<file path="src/rtl/sfg_pkg.sv">
package sfg_pkg;
  localparam int unsigned DEF_FRAME_LEN = 128;
  localparam int unsigned DEF_AUD_W     = 16;
  localparam int unsigned DEF_TEL_W     = 16;
  localparam int unsigned DEF_CTL_W     = 32;
  localparam int unsigned NUM_CH        = 3;

  typedef enum logic [1:0] {
    CH_AUD = 2'd0,
    CH_TEL = 2'd1,
    CH_CTL = 2'd2
  } sfg_ch_e;
endpackage

</file>
<file path="src/rtl/sfg_rst_sync.sv">
module sfg_rst_sync (
  input  logic clk,
  input  logic rst_n_i,
  output logic rst_n_o
);
  logic [1:0] stage_q;
  logic [1:0] stage_d;

  always_comb begin
    stage_d = {stage_q[0], 1'b1};
  end

  always_ff @(posedge clk or negedge rst_n_i) begin
    if (!rst_n_i) stage_q <= 2'b00;
    else          stage_q <= stage_d;
  end

  assign rst_n_o = stage_q[1];
endmodule

</file>
<file path="src/rtl/sfg_frame_ctr.sv">
module sfg_frame_ctr #(
  parameter int unsigned FRAME_LEN = sfg_pkg::DEF_FRAME_LEN
) (
  input  logic clk,
  input  logic rst_n,
  input  logic en_i,
  output logic fsync_o,
  output logic start_o
);
  localparam int unsigned CNT_W = $clog2(FRAME_LEN);
  localparam logic [CNT_W-1:0] LAST = CNT_W'(FRAME_LEN - 1);

  logic [CNT_W-1:0] cnt_q, cnt_d;
  logic             start_q, start_d;
  logic             at_last;

  assign at_last = (cnt_q == LAST);
  assign fsync_o = en_i & at_last;
  assign start_o = en_i & start_q;

  always_comb begin
    cnt_d   = cnt_q;
    start_d = 1'b0;
    if (!en_i) begin
      cnt_d = '0;
    end else begin
      start_d = at_last;
      if (at_last) cnt_d = '0;
      else         cnt_d = cnt_q + 1'b1;
    end
  end

  always_ff @(posedge clk or negedge rst_n) begin
    if (!rst_n) begin
      cnt_q   <= '0;
      start_q <= 1'b0;
    end else begin
      cnt_q   <= cnt_d;
      start_q <= start_d;
    end
  end
endmodule

</file>
<file path="src/rtl/sfg_load_mux.sv">
module sfg_load_mux #(
  parameter int unsigned FRAME_LEN = sfg_pkg::DEF_FRAME_LEN,
  parameter int unsigned AUD_W     = sfg_pkg::DEF_AUD_W,
  parameter int unsigned TEL_W     = sfg_pkg::DEF_TEL_W,
  parameter int unsigned CTL_W     = sfg_pkg::DEF_CTL_W
) (
  input  logic                                 load_i,
  input  logic [AUD_W-1:0]                     aud_word_i,
  input  logic [TEL_W-1:0]                     tel_word_i,
  input  logic [CTL_W-1:0]                     ctl_word_i,
  input  logic [sfg_pkg::NUM_CH-1:0]           vld_i,
  output logic [sfg_pkg::NUM_CH-1:0]           pop_o,
  output logic [FRAME_LEN-1:0]                 image_o
);
  import sfg_pkg::*;

  localparam int unsigned PAY_W = AUD_W + TEL_W + CTL_W;
  localparam int unsigned PAD_W = FRAME_LEN - PAY_W;

  logic [AUD_W-1:0] aud_m;
  logic [TEL_W-1:0] tel_m;
  logic [CTL_W-1:0] ctl_m;
  logic [PAY_W-1:0] payload;

  assign aud_m   = vld_i[CH_AUD] ? aud_word_i : '0;
  assign tel_m   = vld_i[CH_TEL] ? tel_word_i : '0;
  assign ctl_m   = vld_i[CH_CTL] ? ctl_word_i : '0;
  assign payload = {aud_m, tel_m, ctl_m};

  for (genvar ch = 0; ch < NUM_CH; ch++) begin : g_pop
    assign pop_o[ch] = load_i & vld_i[ch];
  end

  if (PAD_W > 0) begin : g_pad
    assign image_o = {payload, {PAD_W{1'b0}}};
  end else begin : g_nopad
    assign image_o = payload[PAY_W-1 -: FRAME_LEN];
  end
endmodule

</file>
<file path="src/rtl/sfg_tx_shift.sv">
module sfg_tx_shift #(
  parameter int unsigned FRAME_LEN = sfg_pkg::DEF_FRAME_LEN
) (
  input  logic                 clk,
  input  logic                 rst_n,
  input  logic                 en_i,
  input  logic                 load_i,
  input  logic [FRAME_LEN-1:0] image_i,
  output logic                 txd_o
);
  logic [FRAME_LEN-1:0] sr_q, sr_d;

  always_comb begin
    if (!en_i)       sr_d = '0;
    else if (load_i) sr_d = image_i;
    else             sr_d = {sr_q[FRAME_LEN-2:0], 1'b0};
  end

  always_ff @(posedge clk or negedge rst_n) begin
    if (!rst_n) sr_q <= '0;
    else        sr_q <= sr_d;
  end

  assign txd_o = en_i & sr_q[FRAME_LEN-1];
endmodule

</file>
<file path="src/rtl/sframe_gen.sv">
module sframe_gen #(
  parameter int unsigned FRAME_LEN = sfg_pkg::DEF_FRAME_LEN,
  parameter int unsigned AUD_W     = sfg_pkg::DEF_AUD_W,
  parameter int unsigned TEL_W     = sfg_pkg::DEF_TEL_W,
  parameter int unsigned CTL_W     = sfg_pkg::DEF_CTL_W
) (
  input  logic             clk,
  input  logic             rst_n,
  input  logic             en_i,
  input  logic [AUD_W-1:0] aud_word_i,
  input  logic [TEL_W-1:0] tel_word_i,
  input  logic [CTL_W-1:0] ctl_word_i,
  input  logic             aud_vld_i,
  input  logic             tel_vld_i,
  input  logic             ctl_vld_i,
  output logic             fsync_o,
  output logic             txd_o,
  output logic             frm_start_o,
  output logic             aud_pop_o,
  output logic             tel_pop_o,
  output logic             ctl_pop_o
);
  import sfg_pkg::*;

  logic                 rst_sync_n;
  logic                 fsync;
  logic [NUM_CH-1:0]    vld, pop;
  logic [FRAME_LEN-1:0] image;

  assign vld[CH_AUD] = aud_vld_i;
  assign vld[CH_TEL] = tel_vld_i;
  assign vld[CH_CTL] = ctl_vld_i;

  sfg_rst_sync u_rst (
    .clk     (clk),
    .rst_n_i (rst_n),
    .rst_n_o (rst_sync_n)
  );

  sfg_frame_ctr #(.FRAME_LEN(FRAME_LEN)) u_ctr (
    .clk     (clk),
    .rst_n   (rst_sync_n),
    .en_i    (en_i),
    .fsync_o (fsync),
    .start_o (frm_start_o)
  );

  sfg_load_mux #(
    .FRAME_LEN (FRAME_LEN),
    .AUD_W     (AUD_W),
    .TEL_W     (TEL_W),
    .CTL_W     (CTL_W)
  ) u_mux (
    .load_i     (fsync),
    .aud_word_i (aud_word_i),
    .tel_word_i (tel_word_i),
    .ctl_word_i (ctl_word_i),
    .vld_i      (vld),
    .pop_o      (pop),
    .image_o    (image)
  );

  sfg_tx_shift #(.FRAME_LEN(FRAME_LEN)) u_shift (
    .clk     (clk),
    .rst_n   (rst_sync_n),
    .en_i    (en_i),
    .load_i  (fsync),
    .image_i (image),
    .txd_o   (txd_o)
  );

  assign fsync_o   = fsync;
  assign aud_pop_o = pop[CH_AUD];
  assign tel_pop_o = pop[CH_TEL];
  assign ctl_pop_o = pop[CH_CTL];
endmodule

</file>
<file path="config.mk">
export PLATFORM = sky130hd
export DESIGN_NAME = sframe_gen
export DESIGN_NICKNAME = d
export VERILOG_FILES = /design/src/rtl/sfg_pkg.sv /design/src/rtl/sfg_rst_sync.sv /design/src/rtl/sfg_frame_ctr.sv /design/src/rtl/sfg_load_mux.sv /design/src/rtl/sfg_tx_shift.sv /design/src/rtl/sframe_gen.sv
export SDC_FILE = /design/constraint.sdc
export NUM_CORES = 1
export LEC_CHECK = 0
export BUFFER_PORTS_ARGS = -buffer_cell sky130_fd_sc_hd__buf_2
export CAP_MARGIN = 20
export CORE_ASPECT_RATIO = 0.6
export CORE_MARGIN = 2
export CORE_UTILIZATION = 50
export CTS_BUF_LIST = sky130_fd_sc_hd__clkbuf_8
export CTS_CLUSTER_SIZE = 8
export DETAILED_ROUTE_END_ITERATION = 7
export GPL_ROUTABILITY_DRIVEN = 1
export GPL_TIMING_DRIVEN = 0
export HOLD_SLACK_MARGIN = 0.08
export PLACE_DENSITY = 0.88
export SLEW_MARGIN = 20
export SYNTH_ARGS = -nofsm -noshare
export SYNTH_HDL_FRONTEND = slang
export SYNTH_SLANG_ARGS = --single-unit
</file>
<file path="constraint.sdc">
create_clock -name clk -period 2.2 [get_ports clk]
set_clock_uncertainty 0.05 [all_clocks]
set_input_delay 0 -clock clk [delete_from_list [all_inputs] [get_ports clk]]
set_output_delay 0 -clock clk [all_outputs]
set_load 0.01 [all_outputs]
</file>
==> run_results.csv, run 1 <==
group,metric,value,unit
synthesis,yosysSeqAreaShare,55.2,%
die,die_w,110,um
clock_network,numCtsBuffers,9,
power_and_ir_drop,swShare,19.6,%
power_and_ir_drop,pwr-share-comb,8.7,%
clock_network,cts_root_buf,"clkbuf_8",
clock_network,path_clk_slew,70,ps
synthesis,syn_nets,391,
power_and_ir_drop,netSwitchingPower,0.000617,W
clock_network,cts_sinks,74,
final_layout,nFillCells,438,
synthesis,synth_async_sr_flop_share,100,%
sta,fin_crit_sh,91.2,%
synthesis,ys_ff_latch,74,
power_and_ir_drop,p_clk_share,47.4,%
synthesis,synth_top_area_cell,"dfrtp_1",
power_and_ir_drop,powerDensity,647,nW/um2
sta,timing.setup.tns,0,ps
die,die_h,67.4,um
worst_setup_path,cp.arrival,2240,ps
flow_run,max_cap_violations,0,
worst_setup_path,startpoint,"u_ctr.cnt_q[0]",
worst_setup_path,worstSetupPathType,"flop to flop",
synthesis,yosysTopAreaCellShare,55.2,%
synthesis,synthTopCellsByArea,"dfrtp_1 55%, mux2i_1 19%, nand2_1 14%",
worst_setup_path,critPathLaunchType,"flop",
detailed_routing,drt_first_pass_iters,4,
detailed_routing,via_per_inst,4.84,
power_and_ir_drop,seqPwrFrac,43.9,%
final_layout,area_growth,45.0,%
final_layout,antenna_cells,0,
die,ios,76,
grt,grt_pass1_wl,13000,um
clock_network,h-tree-depth,3,
final_layout,layout.cells.non_filler,567,
power_and_ir_drop,finalPower,0.00315,W
die,dieArea,7400,um2
power_and_ir_drop,internal_power,0.00253,W
sta,holdWs,143,ps
grt,antenna_found_initial,0,
worst_setup_path,reg2reg_slack,190,ps
final_layout,drive_above_1_share,23.1,%
clock_network,clk_path_buf_depth,2,
synthesis,yosysWarnings,0,
grt,grt_max_degree,58,
synthesis,yosysMostFrequentCell,"nand2_1",
placement,gp_congestion,0.797,
placement,port_buffers,74,
clock_network,insertion_delay,340,ps
synthesis,yosys-top-cells-count,"127 x nand2_1, 74 x dfrtp_1, 63 x mux2i_1",
detailed_routing,dr_total_vias,2746,
placement,dp.cells,482,
detailed_routing,wl,8090,um
detailed_routing,wl_per_cell,14.3,um
placement,hpwlAfterDp,4890,um
worst_setup_path,r2r-start,"u_ctr.cnt_q[0]",
synthesis,synthFlopType,"dfrtp_1",
final_layout,multi_input_area,1330,um2
grt,overflow,0,
grt,grt_pass1_vias,2852,
worst_setup_path,end_kind,"flop",
die,fp.coreArea,6590,um2
power_and_ir_drop,p_leak,2.18,nW
sta,finalHoldViolations,0,
power_and_ir_drop,ir_worst_vdd,551,uV
die,rows,23,
synthesis,synth_cell_types,26,
worst_setup_path,crit_fanout,6,
synthesis,netlist_instances,320,
sta,grt_setup_unrepaired,"false",
die,initial_core_util,50.9,%
synthesis,synth-edff-count,0,
detailed_routing,drc_errors,0,
synthesis,postSynthAreaPerCell,10.5,um2
outcome,status,"finished clean",
worst_setup_path,rr_endpoint,"u_shift.sr_q[64]",
final_layout,seq_area,1860,um2
sta,clock.fmax,0.498,GHz
final_layout,post-route-cell-area,4860,um2
final_layout,fin_nets,547,
sta,period_needed,2010,ps
synthesis,syn-cell-area,3350,um2
worst_setup_path,cp-endpoint,"u_shift.sr_q[64]",
detailed_routing,drt_iter0_drc,174,
sta,maxSlewViolCount,0,
worst_setup_path,reg2regPathDepth,5,
detailed_routing,antenna_left,0,
clock_network,tritoncts,"built",
placement,placed_cell_area,3860,um2
hold_path,hold_path_class,"flop to async pin",
worst_setup_path,required,2430,ps
grt,track_usage,23.7,%
sta,setup_violations,0,
==> placed cells by master (no fill, tap or decap), types with 2 or more instances in the layout <==
master / Yosys / routed
and2_1: 8 / 8
buf_12: 4 / 4
buf_2: 7 / 81
buf_4: 3 / 3
bufinv_16: 0 / 5
clkbuf_1: 6 / 6
clkbuf_8: 0 / 10
dfrtp_1: 74 / 73
dlygate4sd3_1: 0 / 70
mux2i_1: 63 / 63
nand2_1: 127 / 127
nand3_1: 5 / 5
nand3_2: 2 / 2
nor2_1: 2 / 2
nor3_1: 3 / 2
or3_1: 2 / 2
xor2_1: 2 / 2
==> cell families after synthesis <==
kind of cell / after synthesis / share of synthesized area (%)
flops: 74 / 55.2
fa+ha+maj: 1 / 0.373
buf+inv: 23 / 5.37
mux: 63 / 18.8
compound gates: 3 / 0.485
simple gates: 152 / 18.8
xor+xnor: 3 / 0.784
other cells: 1 / 0.112
==> power groups by stage <==
stage	combinational [W]	clock (W)	sequential, W
detailed placement	0.000176	0	0.00141
global route	0.000303	0.00157	0.00138
finish	0.000274	0.00149	0.00138
CTS	0.000269	0.00151	0.00138
floorplan	0.0000679	0	0.00142
global placement	0.000146	0	0.00143
==> registers in the layout (all words and copies together), names as in the netlist <==
register       cells
u_ctr.cnt_q        7
u_ctr.start_q      1
u_rst.stage_q      2
u_shift.sr_q      64
==> critical path, cell delays in order, from the launching register on <==
cell and delay (ps):
dfrtp_1 380, ha_1 280, nand3_2 190, nor3_4 310
and3_1 210, dlygate4sd3_1 540
==> final cells by class <==
cell class | instances | area share (%)
Tap cell | 87 | 2.24
Inverter | 1 | 0.0772
Clock buffer | 10 | 2.83
Timing Repair Buffer | 145 | 22.6
Multi-Input combinational cell | 223 | 27.4
Buffer | 22 | 3.63
Sequential cell | 74 | 38.2
Clock inverter | 5 | 3.09
==> per-stage QoR <==
| step | worst slack (ps) | util (%) |
|---|---|---|
| global route | 81.9 | 73.8 |
| global placement | 325 | 58.2 |
| CTS | 101 | 73.7 |
| finish | 194 | 73.8 |
| detailed placement | 300 | 58.6 |
| floorplan | 715 | - |
==> worst min path at each step <==
stage / endpoint / slack (ps) / from
final: u_shift.sr_q[72] / 140 / u_rst.stage_q[1]
after global routing: u_shift.sr_q[76] / 160 / u_rst.stage_q[1]
after CTS: u_shift.sr_q[72] / 150 / u_rst.stage_q[1]
after detailed placement: u_rst.stage_q[0] / -260 / rst_n
after global placement: u_rst.stage_q[0] / -260 / rst_n
after floorplan: u_rst.stage_q[0] / -350 / rst_n
==> per-layer routing <==
metal	up-vias	GRT usage, %	wire length [um]
li1	1340	-	-
met1	1321	30.2	3710
met2	68	40.4	3960
met3	17	5.02	270
met4	0	9.18	155
met5	-	0	0
==> repair_timing <==
item                                    in CTS  in global routing
resized for setup                            1                  1
endpoints found under the setup margin       3                  1
hold endpoints to repair                    70                  0
hold buffers                                70                  0
buffers inserted                             0                  0
Power figures use the tool's default switching activity.
==> run 2: changes to the inputs <==
CAP_MARGIN = default   (was 20)
CORE_UTILIZATION = 56   (was 50)
PLACE_DENSITY = 0.9   (was 0.88)
SYNTH_HIERARCHICAL = 1   (was default)
==> run 2 against run 1 <==
Against the previous run:
- clock power increased by 40%
- worst hold slack improved by 85 ps
- critical path depth increased by 2
- critical path type unchanged
- critical endpoint is now u_shift/sr_q[88]
- largest cell class unchanged
==> run_results.csv, run 2 <==
group,metric,value,unit
clock_network,path_clk_slew,90,ps
worst_setup_path,reg2regPathDepth,7,
die,fp.coreArea,12100,um2
final_layout,area_growth,30.2,%
detailed_routing,wl_per_cell,19.4,um
worst_setup_path,reg2reg_slack,40,ps
die,ios,76,
detailed_routing,dr_total_vias,5255,
synthesis,yosys-top-cells-count,"138 x dfrtp_1, 127 x mux2i_1, 127 x nor2b_1",
synthesis,synth_async_sr_flop_share,100,%
grt,overflow,0,
outcome,status,"finished clean",
clock_network,cts_root_buf,"clkbuf_8",
worst_setup_path,critPathLaunchType,"flop",
grt,grt_pass1_wl,29100,um
power_and_ir_drop,finalPower,0.00516,W
sta,setup_violations,0,
clock_network,h-tree-depth,4,
die,die_h,90.5,um
synthesis,synthTopCellsByArea,"dfrtp_1 49%, mux2i_1 18%, nor2b_1 11%",
final_layout,final_cell_mix,"137 x dfrtp_1, 127 x mux2i_1, 127 x nor2b_1",
placement,dpl_worst_slack,-141,ps
die,rows,31,
worst_setup_path,cp_common_cell,"buf_12",
synthesis,yosysTopAreaCellShare,49.5,%
final_layout,utilization,75.1,%
power_and_ir_drop,ir_worst_vdd,453,uV
worst_setup_path,critPathBufInv,2,
power_and_ir_drop,powerDensity,568,nW/um2
final_layout,final_common_cell,"dfrtp_1",
synthesis,yosysSeqAreaShare,49.5,%
placement,gp_congestion,0.821,
final_layout,reg_top3,"u_shift/sr_q: 128 flops, u_ctr/cnt_q: 7 flops, u_rst/stage_q: 2 flops",
die,initial_core_util,57.7,%
worst_setup_path,r2r-start,"u_ctr/cnt_q[1]",
detailed_routing,drt_iter0_drc,358,
sta,fin_crit_sh,98.0,%
grt,track_usage,28.7,%
power_and_ir_drop,p_leak,4.08,nW
sta,period_needed,2160,ps
worst_setup_path,required,2470,ps
detailed_routing,drc_errors,0,
flow_run,max_cap_violations,0,
sta,clock.fmax,0.464,GHz
worst_setup_path,worstSetupPathType,"flop to flop",
placement,hpwlAfterDp,8500,um
detailed_routing,drt_first_pass_iters,5,
sta,fin_ws,44.8,ps
placement,port_buffers,75,
detailed_routing,via_per_inst,5.22,
worst_setup_path,end_kind,"flop",
clock_network,numCtsBuffers,17,
synthesis,synth_top_area_cell,"dfrtp_1",
final_layout,largest_reg_flops,128,
die,die_w,148,um
synthesis,postSynthAreaPerCell,11.9,um2
synthesis,syn-cell-area,6980,um2
die,dieArea,13400,um2
worst_setup_path,slowest_delay,390,ps
final_layout,post-route-cell-area,9080,um2
synthesis,synth_cell_types,25,
worst_setup_path,crit_fanout,10,
placement,placed_cell_area,7860,um2
worst_setup_path,cpMaxStageDelayCell,"dfrtp_1",
synthesis,netlist_instances,585,
final_layout,fin_nets,899,
hold_path,hold_path_class,"flop to async pin",
clock_network,clk_path_buf_depth,2,
sta,finalHoldViolations,0,
detailed_routing,wl,19500,um
grt,grt_max_degree,60,
grt,antenna_found_initial,0,
synthesis,yosysMostFrequentCell,"dfrtp_1",
synthesis,synth-edff-count,0,
final_layout,drive_above_1_share,27.5,%
synthesis,synthFlopType,"dfrtp_1",
worst_setup_path,crit_chain,"ha_1, nand3_2, nor3_4, buf_12, buf_12, mux2i_1, nor2b_1",
synthesis,yosysWarnings,6,
sta,holdWs,228,ps
sta,maxSlewViolCount,0,
final_layout,top_register,"u_shift/sr_q",
synthesis,ys_ff_latch,138,
detailed_routing,antenna_left,0,
clock_network,insertion_delay,460,ps
worst_setup_path,crit_family,"simple AND/OR/NAND/NOR gates",
worst_setup_path,rr_endpoint,"u_shift/sr_q[88]",
clock_network,tritoncts,"built",
grt,grt_pass1_vias,5576,
worst_setup_path,cp.arrival,2420,ps
clock_network,cts_sinks,138,
[run 2: how the worst max path moves through the flow]
stage                    from                 to  slack [ps]  depth (start not counted)
2_1_floorplan  u_ctr/cnt_q[0]  u_shift/sr_q[108]          10                          7
3_3_place_gp   u_ctr/cnt_q[0]   u_shift/sr_q[41]        -440                          7
3_5_place_dp   u_ctr/cnt_q[0]   u_shift/sr_q[41]        -140                          7
4_1_cts        u_ctr/cnt_q[0]   u_shift/sr_q[41]          20                          7
5_1_grt        u_ctr/cnt_q[1]   u_shift/sr_q[41]          -3                          7
6_report       u_ctr/cnt_q[1]   u_shift/sr_q[88]          40                          7
[run 2: worst reg2reg max path, stage by stage (launching register included)]
cell and delay [ps]:
dfrtp_1 390, ha_1 230, nand3_2 180, nor3_4 290, buf_12 230, buf_12 170
mux2i_1 350, nor2b_1 120
[run 2: area by class of cell]
type	count	area, um2
sequential	138	3460
fill	658	3020
multi-input combinational	411	2930
timing repair buffer	161	1260
buffer	97	837
clock buffer	18	248
tap	165	206
clock inverter	14	133
inverter	2	7.51
antenna	1	2.50
[run 2: cells by family after synthesis]
family          Yosys count  share of synthesized area [%]
other cells               2                          0.108
flops                   138                           49.5
xor+xnor                  3                          0.377
simple gates            210                           19.2
mux                     127                           18.2
compound gates            5                          0.359
buf+inv                  99                           12.1
fa+ha+maj                 1                          0.179
[run 2: timing repair]
| item | CTS | global route |
|---|---|---|
| hold endpoints to repair | 91 | 0 |
| pin swaps | 0 | 1 |
| setup endpoints to repair | 122 | 95 |
| resized for setup | 1 | 0 |
| buffers inserted | 0 | 3 |
| hold buffers | 81 | 0 |
[run 2: where the power goes]
group	internal, W	total [W]	switching [W]
Sequential	0.00254	0.00256	0.0000176
Clock	0.00102	0.00208	0.00106
Combinational	0.000303	0.000523	0.000220
Total	0.00386	0.00516	0.00130
[run 2: per-stage QoR]
stage | instances | TNS, ps
global route | 1006 | -7.85
detailed placement | 890 | -3450
CTS | 1003 | 0
global placement | 888 | -43120
finish | 1007 | 0
floorplan | 648 | 0
[run 2: per-layer routing]
metal  vias up  routed length (um)  track usage (%)
li1       2237                   -                -
met1      2632                7330             33.1
met2       300                9910             49.7
met3        86                1280             7.17
met4         0                 976             14.8
met5         -                   0                0
